==> src/rtl/tsc_pkg.sv <==
// Package: shared bit positions and division table for the timer
// synchronization control block. Assumes an 8-bit control byte.
package tsc_pkg;
    localparam int BIT_SYNC  = 7;
    localparam int BIT_REMAP = 1;
    localparam int BIT_PSR   = 0;
    localparam int NUM_DIV   = 5;

    // Returns log2 of the division for select value (idx + 1).
    function automatic int div_shift(input int idx);
        case (idx)
            0:       return 0;
            1:       return 3;
            2:       return 6;
            3:       return 8;
            default: return 10;
        endcase
    endfunction
endpackage

==> src/rtl/tsc_regctl.sv <==
// Module: control byte storage with a self-clearing or held restart bit.
// Assumes wr_en_i is a single-cycle strobe synchronous to clk.
module tsc_regctl #(
    parameter int DATA_W = 8
) (
    input  logic              clk,
    input  logic              rst_n,
    input  logic              wr_en_i,
    input  logic [DATA_W-1:0] wr_data_i,
    output logic [DATA_W-1:0] rd_data_o,
    output logic              remap_o,
    output logic              psc_rst_o
);
    import tsc_pkg::*;

    logic sync_q;
    logic remap_q;
    logic rst_bit_q;

    // Capture written fields; drop the restart bit when not in sync mode.
    always_ff @(posedge clk) begin
        if (!rst_n) begin
            sync_q    <= 1'b0;
            remap_q   <= 1'b0;
            rst_bit_q <= 1'b0;
        end else if (wr_en_i) begin
            sync_q    <= wr_data_i[BIT_SYNC];
            remap_q   <= wr_data_i[BIT_REMAP];
            rst_bit_q <= wr_data_i[BIT_PSR];
        end else if (!sync_q) begin
            rst_bit_q <= 1'b0;
        end
    end

    // Assemble the read value; the restart bit shows only while held.
    always_comb begin
        rd_data_o            = '0;
        rd_data_o[BIT_SYNC]  = sync_q;
        rd_data_o[BIT_REMAP] = remap_q;
        rd_data_o[BIT_PSR]   = rst_bit_q & sync_q;
    end

    assign remap_o   = remap_q;
    assign psc_rst_o = rst_bit_q;


    selfclr_chk: assert property (@(posedge clk) disable iff (!rst_n)
        (rst_bit_q && !sync_q && !wr_en_i) |=> !rst_bit_q);


    hold_chk: assert property (@(posedge clk) disable iff (!rst_n)
        (rst_bit_q && sync_q && !wr_en_i) |=> rst_bit_q);
endmodule

==> src/rtl/tsc_prescale.sv <==
// Module: free-running prescaler counter with selectable tick enables.
// Assumes psc_rst_i comes from a register in the same clock domain.
module tsc_prescale #(
    parameter int CNT_W = 10,
    parameter int SEL_W = 3
) (
    input  logic             clk,
    input  logic             rst_n,
    input  logic             psc_rst_i,
    input  logic [SEL_W-1:0] sel_i,
    output logic             tick_o
);
    import tsc_pkg::*;

    logic [CNT_W-1:0]   cnt_q;
    logic [NUM_DIV-1:0] hit;

    // Advance the count, or pin it at zero while restart is active.
    always_ff @(posedge clk) begin
        if (!rst_n || psc_rst_i) cnt_q <= '0;
        else                     cnt_q <= cnt_q + 1'b1;
    end

    // One terminal-count detector for each division.
    for (genvar g = 0; g < NUM_DIV; g++) begin : g_hit
        localparam int SH = div_shift(g);
        if (SH == 0) begin : g_every
            assign hit[g] = 1'b1;
        end else begin : g_mask
            assign hit[g] = &cnt_q[SH-1:0];
        end
    end

    // Pick the selected detector; zero and unused selects stay quiet.
    always_comb begin
        tick_o = 1'b0;
        for (int i = 0; i < NUM_DIV; i++) begin
            if (int'(sel_i) == i + 1) tick_o = hit[i] & ~psc_rst_i;
        end
    end


    cnt_hold_chk: assert property (@(posedge clk) disable iff (!rst_n)
        psc_rst_i |=> (cnt_q == '0));
endmodule

==> src/rtl/tmr_sync_ctl.sv <==
// Module: top of the timer prescaler restart and synchronization control.
// Joins the control register to the prescaler. Assumes a single clock.
module tmr_sync_ctl #(
    parameter int DATA_W = 8,
    parameter int CNT_W  = 10,
    parameter int SEL_W  = 3
) (
    input  logic              clk,
    input  logic              rst_n,
    input  logic              wr_en,
    input  logic [DATA_W-1:0] wr_data,
    output logic [DATA_W-1:0] rd_data,
    input  logic [SEL_W-1:0]  clk_sel,
    output logic              remap,
    output logic              psc_rst,
    output logic              tick
);
    tsc_regctl #(.DATA_W(DATA_W)) u_reg (
        .clk       (clk),
        .rst_n     (rst_n),
        .wr_en_i   (wr_en),
        .wr_data_i (wr_data),
        .rd_data_o (rd_data),
        .remap_o   (remap),
        .psc_rst_o (psc_rst)
    );

    tsc_prescale #(.CNT_W(CNT_W), .SEL_W(SEL_W)) u_psc (
        .clk       (clk),
        .rst_n     (rst_n),
        .psc_rst_i (psc_rst),
        .sel_i     (clk_sel),
        .tick_o    (tick)
    );


    halt_tick_chk: assert property (@(posedge clk) disable iff (!rst_n)
        psc_rst |-> !tick);


    rdback_chk: assert property (@(posedge clk) disable iff (!rst_n)
        rd_data[0] |-> psc_rst);
endmodule

==> config.mk <==
export PLATFORM = sky130hd
export DESIGN_NAME = tmr_sync_ctl
export DESIGN_NICKNAME = d
export VERILOG_FILES = /design/src/rtl/tsc_pkg.sv /design/src/rtl/tsc_regctl.sv /design/src/rtl/tsc_prescale.sv /design/src/rtl/tmr_sync_ctl.sv
export SDC_FILE = /design/constraint.sdc
export NUM_CORES = 1
export LEC_CHECK = 0
export BUFFER_PORTS_ARGS = -buffer_cell sky130_fd_sc_hd__buf_2
export CAP_MARGIN = 30
export CELL_PAD_IN_SITES_DETAIL_PLACEMENT = 2
export CELL_PAD_IN_SITES_GLOBAL_PLACEMENT = 2
export CORE_MARGIN = 2
export CORE_UTILIZATION = 28
export CTS_CLUSTER_SIZE = 10
export DETAILED_ROUTE_END_ITERATION = 12
export GPL_ROUTABILITY_DRIVEN = 0
export PLACE_DENSITY_LB_ADDON = 0.1
export SYNTH_ARGS = -nofsm -noshare
export SYNTH_HDL_FRONTEND = slang
export SYNTH_SLANG_ARGS = --single-unit
==> constraint.sdc <==
create_clock -name clk -period 3.95 [get_ports clk]
set_clock_uncertainty 0.2 [all_clocks]
set_input_delay 0.1975 -clock clk [delete_from_list [all_inputs] [get_ports clk]]
set_output_delay 0.1975 -clock clk [all_outputs]
set_load 0.05 [all_outputs]
==> results of run 1 <==
## path summary, 6_finish.rpt
check | start | endpoint | slack, ns | depth (start not counted)
worst max-delay path | u_psc.cnt_q[0] | tick | 1.79 | 6
worst min-delay path | wr_data[0] | u_reg.psc_rst_o | 0.08 | 3
worst max register to register | u_psc.cnt_q[0] | u_psc.cnt_q[8] | 2.28 | 4
worst min register to register | u_psc.cnt_q[9] | u_psc.cnt_q[9] | 0.29 | 2
## report_power, final
| part | total [mW] | leakage (nW) | internal, mW | switching [mW] |
|---|---|---|---|---|
| sequential | 0.139 | 0.106 | 0.135 | 0.00428 |
| combinational | 0.0458 | 0.221 | 0.0144 | 0.0314 |
| clock | 0.0828 | 0.0150 | 0.0391 | 0.0437 |
## cells by family (layout without fill, tap and decap cells)
group           Yosys count  count (layout)  share of synthesized area [%]
buf+inv                   9              25                           9.23
other cells               1               5                          0.576
flops                    13              13                           40.0
compound gates           15              15                           12.9
mux                       3               3                           4.81
simple gates             28              28                           26.0
xor+xnor                  2               2                           2.69
fa+ha+maj                 2               2                           3.85
## registers in the layout, summed over array words and instances (netlist names)
register	cells
u_reg.psc_rst_o	1
u_reg.remap_o	1
u_reg.sync_q	1
u_psc.cnt_q	10
## per-stage QoR
step	instance area [um2]	power [mW]	hold WS, ns
after floorplan	666	0.178	0.119
after global placement	718	0.184	0.261
after detailed placement	718	0.185	0.271
after CTS	795	0.273	0.0737
after global routing	795	0.285	0.0812
final	795	0.268	0.0758
## layer usage
layer	vias up	share of wire, %	track usage [%]
met5	-	0	0
met4	0	0.81	5.13
met3	2	2.6	3.43
met2	6	49	22.2
met1	269	47	16.3
li1	281	-	-
## layout make-up
type                    count  area [um2]
clock buffers               4        26.3
multi-input cells          55         345
flip-flops and latches     13         260
fillers                   264        1420
repair buffers             19         120
well taps                  28        35.0
inverters                   2        7.51
## what timing repair did
| action | 4_1_cts | 5_1_grt |
|---|---|---|
| hold endpoints to repair | 3 | 0 |
| hold buffers | 5 | 0 |
| gates resized for setup | 0 | 0 |
| setup buffers | 0 | 0 |
| endpoints found under the setup margin | 0 | 0 |
## placed cells by master (no fill, tap or decap), types with 3 or more instances in the layout
| master | instances |
|---|---|
| dlygate4sd3_1 | 5 |
| o21ai_0 | 4 |
| a21oi_1 | 9 |
| nand3_1 | 5 |
| nand2_1 | 4 |
| and2_1 | 4 |
| conb_1 | 5 |
| dfxtp_1 | 13 |
| nor2b_1 | 3 |
| buf_2 | 14 |
| clkbuf_4 | 3 |
| or3_2 | 3 |
| nor2_1 | 4 |
## critical path, stage by stage (launching register included)
cell	delay [ns]
dfxtp_1	0.35
ha_1	0.28
ha_1	0.22
a21oi_1	0.12
nor2_1	0.05
o221a_2	0.26
buf_2	0.21
==> flow_summary.yaml, run 1 <==
clock_tree:
  clkLatencyLatePin_ns: 0.27
  clock-sinks: 13
  numCtsBuffers: 3
  clk_pin_slew_ns: 0.08
  cts_buffer_depth: 2
  cts_tree: "yes"
  htree_num_levels: 1
  clock-root-buffer: "clkbuf_4"
yosys:
  ys_seq_elements: 13
  syn_inst: 73
  ys.flop_type: "dfxtp_1"
  ys_top_cells_by_count: "dfxtp_1, a21oi_1, buf_4"
  syn_area_per_cell_um2: 8.91
  synth_area_um2: 651
  synthTopCellsByArea: "dfxtp_1, buf_4, a21oi_1"
  ys_warn_count: 0
  async_flop_share_pct: 0
  netlist.area_leader.share_pct: 40.0
  synth_top_cell_by_area: "dfxtp_1"
  yosysMostFrequentCell: "dfxtp_1"
  synthDistinctLibCells: 22
  synth_edf_count: 0
  yosysSeqAreaShare_pct: 40.0
detailed_routing:
  viasPerCell: 4.61
  dr.pass1.iters: 4
  drtIter0Drc: 3
  drtAntennaViolNets: 0
  wl_per_cell_um: 12.2
  vias: 558
  routed_wirelength_mm: 1.48
  drc: 0
power:
  peakVddDrop_mv: 0.200
  cellPowerDensity_nw_per_um2: 337
  power_leakage_nw: 0.341
setup_path:
  startpoint_type: "register"
  critical_path.max_fanout: 5
  worst_ep_arrival_time_ns: 1.76
  path_class: "register to primary output"
  cp-end-kind: "primary output"
  critPathRequiredTime_ns: 3.55
finish:
  nets: 110
  final_cells: 121
  area_growth_syn_to_layout_pct: 22.1
  drive_gt1_share_pct: 24.7
  antennaDiodeCount: 0
  utilization_pct: 35.9
grt:
  antenna_found_initial: 0
  grt.total_usage_pct: 13.3
  grt_max_degree: 10
  overflow: 0
  grt_pass1_vias: 595
  grt_pass1_wl_mm: 2.61
sta:
  setup_viol: 0
  fmax_mhz: 463
  fin_ws_ns: 1.79
  rsz0062_at_grt: "false"
  post-route-period-util_pct: 54.7
  fin_setup_tns_ns: 0
  maxSlewViolCount: 0
  layout_min_cycle_time_ns: 2.16
  hold_viol: 0
flow_run:
  drv_cap: 0
placed_design:
  io_buffers: 14
  dp_slack_ns: 2.08
  placedCellCount: 112
floorplanning:
  row_count: 17
  die_y_um: 52.2
  die_w_um: 52.2
  core_area_um2: 2210
  boundaryPins: 25
  initial_core_util_pct: 29.4
  dieArea_um2: 2730
min_path:
  hold_class: "primary input to register"
status:
  status: "finished, final reports clean"
Power figures use the tool's default switching activity.
==> run 2: changes to the inputs <==
Settings changed: CORE_UTILIZATION 28 to 23.
Clock period 3.95 ns to 1.85 ns, I/O delays scaled along.
==> run 2 against run 1 <==
Net effect:
- the run now ends with negative setup slack left
- clock power rose by 120%
- non-clock buffer count rose by 6
- register-to-register slack got worse by 2.2 ns
- worst setup slack got worse by 1.8 ns
- total power rose by 130%
- count of clock-buffer cells in the layout fell by 1
- first-iteration DRC count fell by 100%
- combinational power rose to 2.7 times the previous value
- critical path depth did not move
- sequential share of layout area fell by 2.9 points
- hold slack improved by 0.21 ns
- final area rose by 13%
==> flow_summary.yaml, run 2 (synthesized netlist as in run 1, its figures left out) <==
status:
  status: "complete, but fails checks"
  violations: "negative setup slack"
setup_path:
  crit_top_cell: "ha_4"
  crit_family: "compound AO/OA/AOI/OAI gates"
  worst_ep_arrival_time_ns: 1.56
  startpoint_type: "register"
  r2r_cells: 4
  slowest_delay_ns: 0.36
  critPathRequiredTime_ns: 1.56
  path_class: "register to primary output"
  cp-end-kind: "primary output"
  timing.rr.end: "u_reg.psc_rst_o"
  path_depth: 6
  slowest_stage: "dfxtp_4"
  crit_chain: "ha_4 > ha_4 > a21oi_2 > nor2_1 > o221a_2 > buf_8"
  regToRegStartpoint: "u_reg.psc_rst_o"
  r2r_slack_ns: 0.11
  critical_path.max_fanout: 3
  path_buf_inv: 1
sta:
  hold_viol: 0
  hold-worst-slack_ns: 0.285
  post-route-period-util_pct: 100
  rsz0062_at_grt: "true"
  layout_min_cycle_time_ns: 1.85
  fmax_mhz: 539
  fin_setup_tns_ns: -0.00398
  fin_ws_ns: -0.00398
  maxSlewViolCount: 0
  setup_viol: 1
detailed_routing:
  drc: 0
  viasPerCell: 4.65
  wl_per_cell_um: 13.2
  drtIter0Drc: 0
  vias: 604
  drtAntennaViolNets: 0
  routed_wirelength_mm: 1.72
  dr.pass1.iters: 1
grt:
  grt_pass1_vias: 641
  antenna_found_initial: 0
  grt_max_degree: 10
  grt_pass1_wl_mm: 2.85
  overflow: 0
  grt.total_usage_pct: 12.0
placed_design:
  placed_area_um2: 729
  io_buffers: 14
  hpwlAfterDp_mm: 1.16
  placedCellCount: 116
power:
  power_leakage_nw: 0.370
  cellPowerDensity_nw_per_um2: 674
  intPower_mw: 0.418
  swShare_pct: 31.0
  seq_power_share_pct: 49.4
  pwr-share-comb_pct: 20.7
  p_clk_share_pct: 30.0
  power.net_switching_mw: 0.187
  peakVddDrop_mv: 0.395
clock_tree:
  cts_buffer_depth: 2
  clock-sinks: 13
  cts_tree: "yes"
  numCtsBuffers: 3
  htree_num_levels: 1
  clock-root-buffer: "clkbuf_4"
  clk_pin_slew_ns: 0.09
  clkLatencyLatePin_ns: 0.28
finish:
  area_growth_syn_to_layout_pct: 37.9
  final_cell_mix: "buf_2, dfxtp_1, a21oi_1"
  final_cells: 130
  nets: 116
  antennaDiodeCount: 0
  max_flop_register: "u_psc.cnt_q"
  final_cell_area_um2: 897
  final_common_cell: "buf_2"
  drive_gt1_share_pct: 35.4
  largest_reg_flops: 10
floorplanning:
  die_y_um: 57.2
  row_count: 19
  boundaryPins: 25
  die_w_um: 57.2
  initial_core_util_pct: 24.0
  core_area_um2: 2710
  dieArea_um2: 3270
min_path:
  hold_path_end: "u_psc.cnt_q[9]"
  hold_path_depth: 2
  hold_class: "register to register"
  holdCritStartpoint: "u_psc.cnt_q[9]"
flow_run:
  drv_cap: 0
run 2: per-stage QoR:
step / power (mW) / util [%] / worst slack [ns]
2_1_floorplan: 0.380 / - / 0.0897
3_3_place_gp: 0.396 / 26.9 / 0.139
3_5_place_dp: 0.398 / 26.9 / 0.128
4_1_cts: 0.612 / 32.6 / -0.0229
5_1_grt: 0.646 / 33.1 / -0.0943
6_report: 0.605 / 33.1 / -0.00398
run 2: power groups by stage:
stage / Clock (mW) / Combinational [mW] / Sequential [mW]
global route: 0.209 / 0.136 / 0.301
detailed placement: 0 / 0.0951 / 0.303
floorplan: 0 / 0.0702 / 0.310
CTS: 0.194 / 0.119 / 0.298
finish: 0.181 / 0.125 / 0.299
global placement: 0 / 0.0928 / 0.303
run 2: layout make-up:
type / instances / area, um2
Fill cell: 316 / 1810
Multi-Input combinational cell: 55 / 378
Sequential cell: 13 / 268
Timing Repair Buffer: 25 / 178
Tap cell: 31 / 38.8
Clock buffer: 3 / 22.5
Inverter: 2 / 7.51
Clock inverter: 1 / 5.00
run 2: worst max-delay path by stage:
stage,endpoint,start
finish,tick,u_psc.cnt_q[0]
global route,tick,u_psc.cnt_q[2]
CTS,tick,u_psc.cnt_q[1]
detailed placement,tick,u_psc.cnt_q[1]
global placement,tick,u_psc.cnt_q[1]
floorplan,u_reg.psc_rst_o,u_reg.psc_rst_o
run 2: worst register-to-register path, delay by kind of cell (launching register included):
| kind | cells | cell delay, ns |
|---|---|---|
| DFF | 1 | 0.34 |
| and+or+nand+nor | 2 | 0.30 |
| muxes | 1 | 0.25 |
| buffers and inverters | 1 | 0.54 |
run 2: metal layers:
metal | wire length (um) | part of all wire, % | vias up | global-route usage, %
li1 | - | - | 296 | -
met1 | 716 | 42 | 290 | 12.5
met2 | 888 | 52 | 16 | 21.2
met3 | 90 | 5.2 | 2 | 4.76
met4 | 23 | 1.3 | 0 | 4.98
met5 | 0 | 0 | - | 0
run 2: repair_timing:
item	in CTS	in global routing
setup buffers	3	1
endpoints found under the setup margin	1	1
pin swaps	2	1
gates resized for setup	11	2
hold endpoints to repair	3	0
hold buffers	6	0
